==> src/rtl/gpio_edge_pkg.sv <==
package gpio_edge_pkg;

   localparam int BANK_W    = 32;
   localparam int MAX_BANKS = 2;
   localparam int SLOT_W    = BANK_W * MAX_BANKS;
   localparam int ADDR_W    = 7;

   // register selector, address bits [4:3]
   localparam logic [1:0] DSEL_DIR  = 2'b00;
   localparam logic [1:0] DSEL_HOLE = 2'b01;
   localparam logic [1:0] DSEL_LVL  = 2'b10;
   localparam logic [1:0] DSEL_DRV  = 2'b11;

   localparam logic [1:0] ISEL_ARM  = 2'b00;
   localparam logic [1:0] ISEL_POL  = 2'b01;
   localparam logic [1:0] ISEL_PEND = 2'b10;
   localparam logic [1:0] ISEL_WAKE = 2'b11;

   // bits of bank 'bank' that map to existing pins
   function automatic logic [BANK_W-1:0] bank_mask(input int pins, input int bank);
      int n;
      n = pins - bank * BANK_W;
      if (n >= BANK_W)
         return '1;
      else if (n <= 0)
         return '0;
      else
         return (BANK_W'(1) << n) - BANK_W'(1);
   endfunction

endpackage

==> src/rtl/gpio_pin_sync.sv <==
module gpio_pin_sync #(
   parameter int WIDTH  = 36,
   parameter int STAGES = 2
) (
   input  logic             clk,
   input  logic             rst_n,
   input  logic [WIDTH-1:0] async_i,
   output logic [WIDTH-1:0] sync_o,
   output logic [WIDTH-1:0] prev_o
);

   localparam int TAPS = STAGES + 1;

   if (STAGES < 2) begin : g_bad_stages
      $error("gpio_pin_sync: STAGES must be at least 2");
   end
   if (WIDTH < 1) begin : g_bad_width
      $error("gpio_pin_sync: WIDTH must be positive");
   end

   logic [WIDTH-1:0] tap_q [TAPS];

   for (genvar s = 0; s < TAPS; s++) begin : g_tap
      if (s == 0) begin : g_first
         always_ff @(posedge clk or negedge rst_n) begin
            if (!rst_n) tap_q[s] <= '0;
            else        tap_q[s] <= async_i;
         end
      end else begin : g_next
         always_ff @(posedge clk or negedge rst_n) begin
            if (!rst_n) tap_q[s] <= '0;
            else        tap_q[s] <= tap_q[s-1];
         end
      end
   end

   // last synchroniser stage and one more sample for edge comparison
   assign sync_o = tap_q[STAGES-1];
   assign prev_o = tap_q[STAGES];

endmodule

==> src/rtl/gpio_edge_bank.sv <==
module gpio_edge_bank
   import gpio_edge_pkg::*;
#(
   parameter logic [BANK_W-1:0] VALID = '1
) (
   input  logic              clk,
   input  logic              rst_n,
   input  logic [BANK_W-1:0] sync_i,
   input  logic [BANK_W-1:0] prev_i,
   input  logic              we_dir,
   input  logic              we_drv,
   input  logic              we_arm,
   input  logic              we_pol,
   input  logic              we_pend,
   input  logic              we_wake,
   input  logic [BANK_W-1:0] wdata,
   output logic [BANK_W-1:0] dir_o,
   output logic [BANK_W-1:0] drv_o,
   output logic [BANK_W-1:0] arm_o,
   output logic [BANK_W-1:0] pol_o,
   output logic [BANK_W-1:0] pend_o,
   output logic [BANK_W-1:0] wake_sel_o,
   output logic              irq_o,
   output logic              wake_o
);

   logic [BANK_W-1:0] dir_q, drv_q, arm_q, pol_q, pend_q, wsel_q;
   logic [BANK_W-1:0] rise, fall, hit, clr, pend_d;

   // edge detection between consecutive synchronised samples
   assign rise   = sync_i & ~prev_i;
   assign fall   = ~sync_i & prev_i;
   assign hit    = ((rise & ~pol_q) | (fall & pol_q)) & VALID;
   assign clr    = we_pend ? wdata : '0;
   assign pend_d = ((pend_q & ~clr) | hit) & VALID;

   always_ff @(posedge clk or negedge rst_n) begin
      if (!rst_n) begin
         dir_q  <= '0;
         drv_q  <= '0;
         arm_q  <= '0;
         pol_q  <= '0;
         pend_q <= '0;
         wsel_q <= '0;
      end else begin
         if (we_dir)  dir_q  <= wdata & VALID;
         if (we_drv)  drv_q  <= wdata & VALID;
         if (we_arm)  arm_q  <= wdata & VALID;
         if (we_pol)  pol_q  <= wdata & VALID;
         if (we_wake) wsel_q <= wdata & VALID;
         pend_q <= pend_d;
      end
   end

   assign dir_o      = dir_q;
   assign drv_o      = drv_q;
   assign arm_o      = arm_q;
   assign pol_o      = pol_q;
   assign pend_o     = pend_q;
   assign wake_sel_o = wsel_q;
   assign irq_o      = |(pend_q & arm_q);
   assign wake_o     = |(pend_q & wsel_q);

   // a pending bit only drops when a one was written to it
   assert_clear_by_write_R7: assert property (@(posedge clk) disable iff (!rst_n)
      ((($past(pend_q) & ~pend_q) & ~$past(clr)) == '0));

   // every detected edge is pending next cycle, even under a clear
   assert_edge_wins_R8: assert property (@(posedge clk) disable iff (!rst_n)
      (($past(hit) & ~pend_q) == '0));

   // no new pending bit on a pin whose samples did not differ
   assert_no_spurious_R11: assert property (@(posedge clk) disable iff (!rst_n)
      ((pend_q & ~$past(pend_q) & ~$past(sync_i ^ prev_i)) == '0));

endmodule

==> src/rtl/gpio_edge_irq_ctrl.sv <==
module gpio_edge_irq_ctrl
   import gpio_edge_pkg::*;
#(
   parameter int NUM_PINS    = 36,
   parameter int SYNC_STAGES = 2
) (
   input  logic                clk,
   input  logic                rst_n,
   input  logic [ADDR_W-1:0]   reg_addr,
   input  logic [BANK_W-1:0]   reg_wdata,
   input  logic                reg_wr,
   input  logic                reg_rd,
   output logic [BANK_W-1:0]   reg_rdata,
   input  logic [NUM_PINS-1:0] pin_in,
   output logic [NUM_PINS-1:0] pin_oe,
   output logic [NUM_PINS-1:0] pin_out,
   output logic                irq,
   output logic                wake
);

   localparam int NUM_BANKS = (NUM_PINS + BANK_W - 1) / BANK_W;

   if (NUM_PINS < 1 || NUM_PINS > SLOT_W) begin : g_bad_pins
      $error("gpio_edge_irq_ctrl: NUM_PINS out of range");
   end

   // ---------------- input synchronisation ----------------
   logic [NUM_PINS-1:0] sync_n, prev_n;
   logic [SLOT_W-1:0]   sync_pad, prev_pad;

   gpio_pin_sync #(.WIDTH(NUM_PINS), .STAGES(SYNC_STAGES)) u_sync (
      .clk     (clk),
      .rst_n   (rst_n),
      .async_i (pin_in),
      .sync_o  (sync_n),
      .prev_o  (prev_n)
   );

   assign sync_pad = SLOT_W'(sync_n);
   assign prev_pad = SLOT_W'(prev_n);

   // ---------------- address decode ----------------
   logic       in_irq, aligned;
   logic [1:0] sel;
   logic       bsel;

   assign in_irq  = reg_addr[6];
   assign aligned = (reg_addr[5] == 1'b0) && (reg_addr[1:0] == 2'b00);
   assign sel     = reg_addr[4:3];
   assign bsel    = reg_addr[2];

   // ---------------- banks ----------------
   logic [BANK_W-1:0] dir_s  [MAX_BANKS];
   logic [BANK_W-1:0] drv_s  [MAX_BANKS];
   logic [BANK_W-1:0] arm_s  [MAX_BANKS];
   logic [BANK_W-1:0] pol_s  [MAX_BANKS];
   logic [BANK_W-1:0] pend_s [MAX_BANKS];
   logic [BANK_W-1:0] wsel_s [MAX_BANKS];
   logic [BANK_W-1:0] lvl_s  [MAX_BANKS];
   logic [MAX_BANKS-1:0] irq_s, wake_s;

   for (genvar b = 0; b < MAX_BANKS; b++) begin : g_bank
      localparam logic [BANK_W-1:0] MASK = bank_mask(NUM_PINS, b);
      if (b < NUM_BANKS) begin : g_live
         logic hit_b, wr_d, wr_i;
         assign hit_b = aligned && (int'(bsel) == b);
         assign wr_d  = reg_wr && hit_b && !in_irq;
         assign wr_i  = reg_wr && hit_b && in_irq;
         assign lvl_s[b] = sync_pad[b*BANK_W +: BANK_W] & MASK;

         gpio_edge_bank #(.VALID(MASK)) u_bank (
            .clk        (clk),
            .rst_n      (rst_n),
            .sync_i     (sync_pad[b*BANK_W +: BANK_W]),
            .prev_i     (prev_pad[b*BANK_W +: BANK_W]),
            .we_dir     (wr_d && (sel == DSEL_DIR)),
            .we_drv     (wr_d && (sel == DSEL_DRV)),
            .we_arm     (wr_i && (sel == ISEL_ARM)),
            .we_pol     (wr_i && (sel == ISEL_POL)),
            .we_pend    (wr_i && (sel == ISEL_PEND)),
            .we_wake    (wr_i && (sel == ISEL_WAKE)),
            .wdata      (reg_wdata),
            .dir_o      (dir_s[b]),
            .drv_o      (drv_s[b]),
            .arm_o      (arm_s[b]),
            .pol_o      (pol_s[b]),
            .pend_o     (pend_s[b]),
            .wake_sel_o (wsel_s[b]),
            .irq_o      (irq_s[b]),
            .wake_o     (wake_s[b])
         );
      end else begin : g_absent
         assign dir_s[b]  = '0;
         assign drv_s[b]  = '0;
         assign arm_s[b]  = '0;
         assign pol_s[b]  = '0;
         assign pend_s[b] = '0;
         assign wsel_s[b] = '0;
         assign lvl_s[b]  = '0;
         assign irq_s[b]  = 1'b0;
         assign wake_s[b] = 1'b0;
      end
   end

   // ---------------- pin and line outputs ----------------
   logic [SLOT_W-1:0] dir_all, drv_all, arm_all, wsel_all;

   always_comb begin
      for (int b = 0; b < MAX_BANKS; b++) begin
         dir_all [b*BANK_W +: BANK_W] = dir_s[b];
         drv_all [b*BANK_W +: BANK_W] = drv_s[b];
         arm_all [b*BANK_W +: BANK_W] = arm_s[b];
         wsel_all[b*BANK_W +: BANK_W] = wsel_s[b];
      end
   end

   assign pin_oe  = dir_all[NUM_PINS-1:0];
   assign pin_out = drv_all[NUM_PINS-1:0];
   assign irq     = |irq_s;
   assign wake    = |wake_s;

   // ---------------- read path ----------------
   logic [BANK_W-1:0] rd_word;

   always_comb begin
      rd_word = '0;
      if (aligned) begin
         if (in_irq) begin
            unique case (sel)
               ISEL_ARM:  rd_word = arm_s[bsel];
               ISEL_POL:  rd_word = pol_s[bsel];
               ISEL_PEND: rd_word = pend_s[bsel];
               default:   rd_word = wsel_s[bsel];
            endcase
         end else begin
            unique case (sel)
               DSEL_DIR:  rd_word = dir_s[bsel];
               DSEL_LVL:  rd_word = lvl_s[bsel];
               DSEL_DRV:  rd_word = drv_s[bsel];
               default:   rd_word = '0;
            endcase
         end
      end
   end

   always_ff @(posedge clk or negedge rst_n) begin
      if (!rst_n)      reg_rdata <= '0;
      else if (reg_rd) reg_rdata <= rd_word;
   end

   // ---------------- assertions ----------------
   assert_irq_needs_arm_R9: assert property (@(posedge clk) disable iff (!rst_n)
      irq |-> (|arm_all));

   assert_wake_needs_select_R10: assert property (@(posedge clk) disable iff (!rst_n)
      wake |-> (|wsel_all));

   assert_dir_moves_on_write_R2: assert property (@(posedge clk) disable iff (!rst_n)
      !$stable(pin_oe) |-> $past(reg_wr));

endmodule

==> config.mk <==
export PLATFORM = sky130hd
export DESIGN_NAME = gpio_edge_irq_ctrl
export DESIGN_NICKNAME = d
export VERILOG_FILES = /design/src/rtl/gpio_edge_pkg.sv /design/src/rtl/gpio_pin_sync.sv /design/src/rtl/gpio_edge_bank.sv /design/src/rtl/gpio_edge_irq_ctrl.sv
export SDC_FILE = /design/constraint.sdc
export NUM_CORES = 1
export LEC_CHECK = 0
export BUFFER_PORTS_ARGS = -buffer_cell sky130_fd_sc_hd__buf_4
export CAP_MARGIN = 20
export CORE_ASPECT_RATIO = 1.75
export CORE_MARGIN = 1
export CORE_UTILIZATION = 30
export CTS_CLUSTER_DIAMETER = 80
export DETAILED_ROUTE_END_ITERATION = 10
export GPL_ROUTABILITY_DRIVEN = 0
export PLACE_DENSITY_LB_ADDON = 0.2
export SLEW_MARGIN = 20
export SYNTH_ARGS = -nofsm -noshare
export SYNTH_HDL_FRONTEND = slang
export SYNTH_SLANG_ARGS = --single-unit
==> constraint.sdc <==
create_clock -name clk -period 3.91 [get_ports clk]
set_input_delay 0 -clock clk [delete_from_list [all_inputs] [get_ports clk]]
set_output_delay 0 -clock clk [all_outputs]
set_load 0.05 [all_outputs]
After elaboration in Yosys (flattened, before gate mapping):

Cells that the tools add are included.
Widths: inputs -> output; s select.

* flip-flop bits (word level): 356
* input bits: 79
* output and inout port bits: 106
* word-level logic and storage cells: 102

* $lt $le $gt $ge: 1
* eq/ne operators: 3
* mux-type cells: 27
* bitwise gates (word level): 29
* reductions and logical operators: 26

Operators with widths (count)
* $mux 32: 24
* $and 32x32->32: 7
* $pmux 32 s3: 2
* $not 32->32: 4
* $reduce_or 64->1: 2
* $or 32x32->32: 2
* $and 4x4->4: 7
* $logic_and 1x1->1: 21
* $not 4->4: 4
* $or 4x4->4: 2
* $eq 2x2->1 const B: 2
* $logic_not 2->1: 2
* $mux 4: 1
* $eq 2x1->1 const B: 1
* $ge 2x2->1 const B: 1
* $not 1->1: 2
* $not 1->2: 1
* $logic_not 1->1: 1

Logic depth before layout (Yosys ltp):

* depth after elaboration: 10
* gate-level depth with buffers: 7
* depth with buffers taken out: 4

By module:

From an unflattened synthesis, not the netlist that was laid out.

* cells, all modules: 1574
* area total of the unflattened synthesis: 18507.8 um^2

By module, submodules not included
* gpio_edge_bank (g_bank[0].g_live.u_bank): times used 1, cells each 577, area each 7781.2 um^2, seq. area each 4804.6 um^2
* gpio_edge_irq_ctrl: times used 1, cells each 582, area each 5240.0 um^2, seq. area each 800.8 um^2
* gpio_pin_sync: times used 1, cells each 180, area each 3243.1 um^2, seq. area each 2702.6 um^2
* gpio_edge_bank (g_bank[1].g_live.u_bank): times used 1, cells each 235, area each 2243.4 um^2, seq. area each 600.6 um^2

Least setup slack after synthesis:

Ideal clock, no wire load.

* kind: input to register
* start: in reg_addr[5]
* end: reg g_bank[0].g_live.u_bank.dir_q[10]
* library setup time: 125 ps
* data arrival time: 1588 ps
* data required time: 3785 ps
* setup slack: 2197 ps
* stages: 5
* path buffers: 2
* cell sequence: or4b_1 buf_2 nor4_4 buf_6 mux2_2

* longest elaborated chain between the ends: 6

RTL lines
* from (decl): line gpio_edge_irq_ctrl.sv:9 `input logic [ADDR_W-1:0] reg_addr,`
* $not 1->1: line gpio_edge_irq_ctrl.sv:48 `assign aligned = (reg_addr[5] == 1'b0) && (reg_addr[1:0] == 2'b00);`
* $logic_and 1x1->1: line gpio_edge_irq_ctrl.sv:48
* $logic_and 1x1->1: line gpio_edge_irq_ctrl.sv:66 `assign hit_b = aligned && (int'(bsel) == b);`
* $logic_and 1x1->1 (2 in series): line gpio_edge_irq_ctrl.sv:67 `assign wr_d = reg_wr && hit_b && !in_irq;`
* $logic_and 1x1->1: line gpio_edge_irq_ctrl.sv:76 `.we_dir (wr_d && (sel == DSEL_DIR)),`
* to (signal assigned): line gpio_edge_bank.sv:46 `if (we_dir) dir_q <= wdata & VALID;`
* to (decl): line gpio_edge_bank.sv:27 `logic [BANK_W-1:0] dir_q, drv_q, arm_q, pol_q, pend_q, wsel_q;`

Every way passes these cells.
A chain may end at the register's enable or synchronous reset.

==> impl_metrics.tcl <==
set metrics [dict create \
    cts_sinks 356 \
    synth_seq_cells 356 \
    required_ns 4.32 \
    grt-ovfl-total 0 \
    path_delay_family "simple AND/OR/NAND/NOR gates" \
    initialDrtViolationCount 503 \
    path_max_fanout 33 \
    place_ws_ns 1.398 \
    grt_pass1_wl_mm 70.60 \
    ioPinCount 185 \
    antennaDiodeCount 0 \
    synth_area_per_cell_um2 13.15 \
    cpPeakStageDelay_ns 0.71 \
    die-area_mm2 0.05105 \
    nFillCells 4775 \
    arrival_ns 2.84 \
    setup_tns_ns 0 \
    ys_async_sr_fraction 1.000 \
    final.min_clock_period_ns 2.436 \
    crit_type "primary input to flop" \
    slowest_stage "nand2b_2" \
    maxSlewHeadroom 0.3404 \
    ir_worst_vdd_uv 291.1 \
    yosys_warnings 0 \
    finalHoldViolations 0 \
    htreeDepth 2 \
    max_clock_freq_mhz 410.6 \
    grt_use_total 0.1869 \
    power_density_mw_per_mm2 471.2 \
    synth_ff_type "dfrtp_1" \
    clock_path_buffers 3 \
    stdcell_area_mm2 0.01904 \
    grt_pass1_vias 10984 \
    setup_viol 0 \
    antenna_found_initial 0 \
    cts_buffers 36 \
    p_seq_frac 0.457 \
    hold_class "primary input to flop" \
    endpoint_kind "flop" \
    grt_max_degree 98 \
    fin_nets 1471 \
    tightestPinTransition_ns 0.9860 \
    crit_chain "dlygate4sd3_1, buf_4, or4b_1, nand2b_2, o32ai_1" \
    switchingPower_mw 2.379 \
    clock_skew_ns 0.02992 \
    cts_tree "built" \
    p_leak_nw 8.633 \
    start_util 0.3032 \
    synth.distinct_cells 40 \
    die_x_um 171.2 \
    drtPass1Iterations 5 \
    clkPwrFrac 0.413 \
    final.setup.worst_slack_ns 1.474 \
    postCtsResizedCells 0 \
    wire_per_inst_um 22.45 \
    swShare 0.2651 \
    combPwrFrac 0.130 \
    place_area_mm2 0.01708 \
    synth_seq_area_share 0.5925 \
    wl_mm 46.64 \
    via_per_inst 4.943 \
    clock-root-buffer "clkbuf_16" \
    rsz0062_at_grt "no" \
    syn2layout_area_growth_pct 26.66 \
    finalMaxSlewViolations 0 \
    syn_area_mm2 0.01504 \
    core-area_mm2 0.04959 \
    status "completed" \
    port_buffers 184 \
    start_kind "primary input" \
    die_h_um 298.2 \
    worst-path-buf-inv 2 \
    clk_latency_ns 0.54 \
    period_share 0.6229 \
    drcViolationCount 0 \
    drive_above_1_share 0.3352 \
    synth_edf_count 0 \
    post-dp-hpwl_mm 31.53 \
    rows 108 \
    stdcell_count 2077 \
    syn_nets 1222 \
    netlist_instances 1143 \
    intPower_mw 6.595 \
    postRouteAntennaNets 0 \
    place_inst 1944 \
    path_clk_slew_ns 0.07 \
    vias 10266 \
    drv_cap 0 \
]
cell families (layout without fill, tap and decap cells):
group / after synthesis / in the layout / share of synthesized area
compound gates: 195 / 195 / 0.09187
buf+inv: 94 / 368 / 0.03237
flops: 356 / 356 / 0.5925
mux: 261 / 261 / 0.2139
simple gates: 237 / 237 / 0.06940
synthesized netlist by cell type (all sizes together) (6+ instances only):
library cell	instances	area share
mux2i	49	0.033
inv	33	0.0082
clkbuf	27	0.0067
nor4	6	0.0059
o21ai	47	0.016
buf	33	0.017
a211oi	27	0.013
a21o	35	0.017
dfrtp	356	0.59
nor2	91	0.023
o32ai	27	0.016
nand2	115	0.029
mux2	184	0.14
a22oi	32	0.016
nand4	8	0.0033
a221oi	6	0.0035
o22ai	9	0.0037
mux4	28	0.042
power groups by stage:
stage / clock [mW] / sequential, mW / combinational (mW)
3_3_place_gp: 0 / 4.16 / 1.11
4_1_cts: 3.82 / 4.11 / 1.18
6_report: 3.71 / 4.10 / 1.17
5_1_grt: 3.96 / 4.13 / 1.25
2_1_floorplan: 0 / 4.33 / 0.450
3_5_place_dp: 0 / 4.17 / 1.12
tightest hold or removal path: stages:
cell and delay, ns:
buf_4 0.08, or4b_1 0.27, a31oi_1 0.09, o21ai_0 0.09, o22ai_1 0.07
per-stage QoR:
stage,power [mW],hold WS [ns],util
after floorplan,4.781,-0.2956,-
after global placement,5.276,0.1101,0.3445
after detailed placement,5.298,0.1103,0.3445
after CTS,9.112,0.05772,0.3840
after global routing,9.343,0.09712,0.3840
final,8.974,0.1022,0.3840
layout make-up:
class | instances | area, um2 | share of cell area
clock inverters | 9 | 158.9 | 0.008344
inverters | 34 | 127.6 | 0.006701
well taps | 660 | 825.8 | 0.04336
clock buffers | 54 | 1101 | 0.05782
repair buffers | 271 | 2280 | 0.1197
flip-flops and latches | 356 | 8909 | 0.4678
multi-input cells | 693 | 5643 | 0.2963
worst paths after layout:
path                                                    from                                 to  slack (ns)  depth (start not counted)
min                                              reg_addr[0]                       reg_rdata[3]        0.10                          5
min reg2reg                                 u_sync.tap_q[99]                  u_sync.sync_o[27]        0.34                          0
min in group asynchronous                              rst_n  g_bank[0].g_live.u_bank.arm_o[20]        0.13                          2
max in group asynchronous                              rst_n                      reg_rdata[30]        2.79                          3
max                                                   reg_rd                      reg_rdata[13]        1.47                          5
max reg2reg                g_bank[0].g_live.u_bank.pend_o[3]                       reg_rdata[3]        2.44                          4
flip-flops by register name, summed over array words and instances, names as in the netlist:
register                         cells
u_sync.tap_q                        36
g_bank.g_live.u_bank.arm_o          36
g_bank.g_live.u_bank.dir_o          36
u_sync.sync_o                       36
g_bank.g_live.u_bank.drv_o          36
g_bank.g_live.u_bank.pend_o         36
u_sync.prev_o                       36
g_bank.g_live.u_bank.pol_o          36
reg_rdata                           32
g_bank.g_live.u_bank.wake_sel_o     36
repair_timing:
action | in CTS | in global routing
endpoints found under the setup margin | 0 | 0
hold endpoints to repair | 366 | 0
setup buffers | 0 | 0
hold buffers | 70 | 0
routing by layer:
| layer | share of wire | vias to the layer above | wire, um | global-route usage |
|---|---|---|---|---|
| met4 | 0.031 | 0 | 1464 | 0.06696 |
| met1 | 0.38 | 5326 | 17850 | 0.2163 |
| li1 | - | 4610 | - | - |
| met3 | 0.040 | 66 | 1864 | 0.02338 |
| met5 | 0 | - | 0 | 0 |
| met2 | 0.55 | 264 | 25460 | 0.3457 |
layout by cell type (no fill, tap or decap), types with 6 or more instances in the layout:
| cell type | n |
|---|---|
| o22ai_1 | 9 |
| a211oi_1 | 27 |
| dlygate4sd3_1 | 70 |
| clkbuf_1 | 7 |
| a221oi_1 | 6 |
| clkbuf_8 | 9 |
| a22oi_1 | 32 |
| inv_1 | 33 |
| buf_4 | 195 |
| nand4_1 | 8 |
| dfrtp_1 | 356 |
| clkbuf_16 | 38 |
| mux4_2 | 28 |
| o21ai_0 | 47 |
| mux2_4 | 6 |
| nand2_1 | 112 |
| a21o_1 | 35 |
| o32ai_1 | 27 |
| nor2_1 | 91 |
| mux2i_1 | 49 |
| mux2_2 | 174 |
Note: power is estimated with default switching activity, not from simulation.
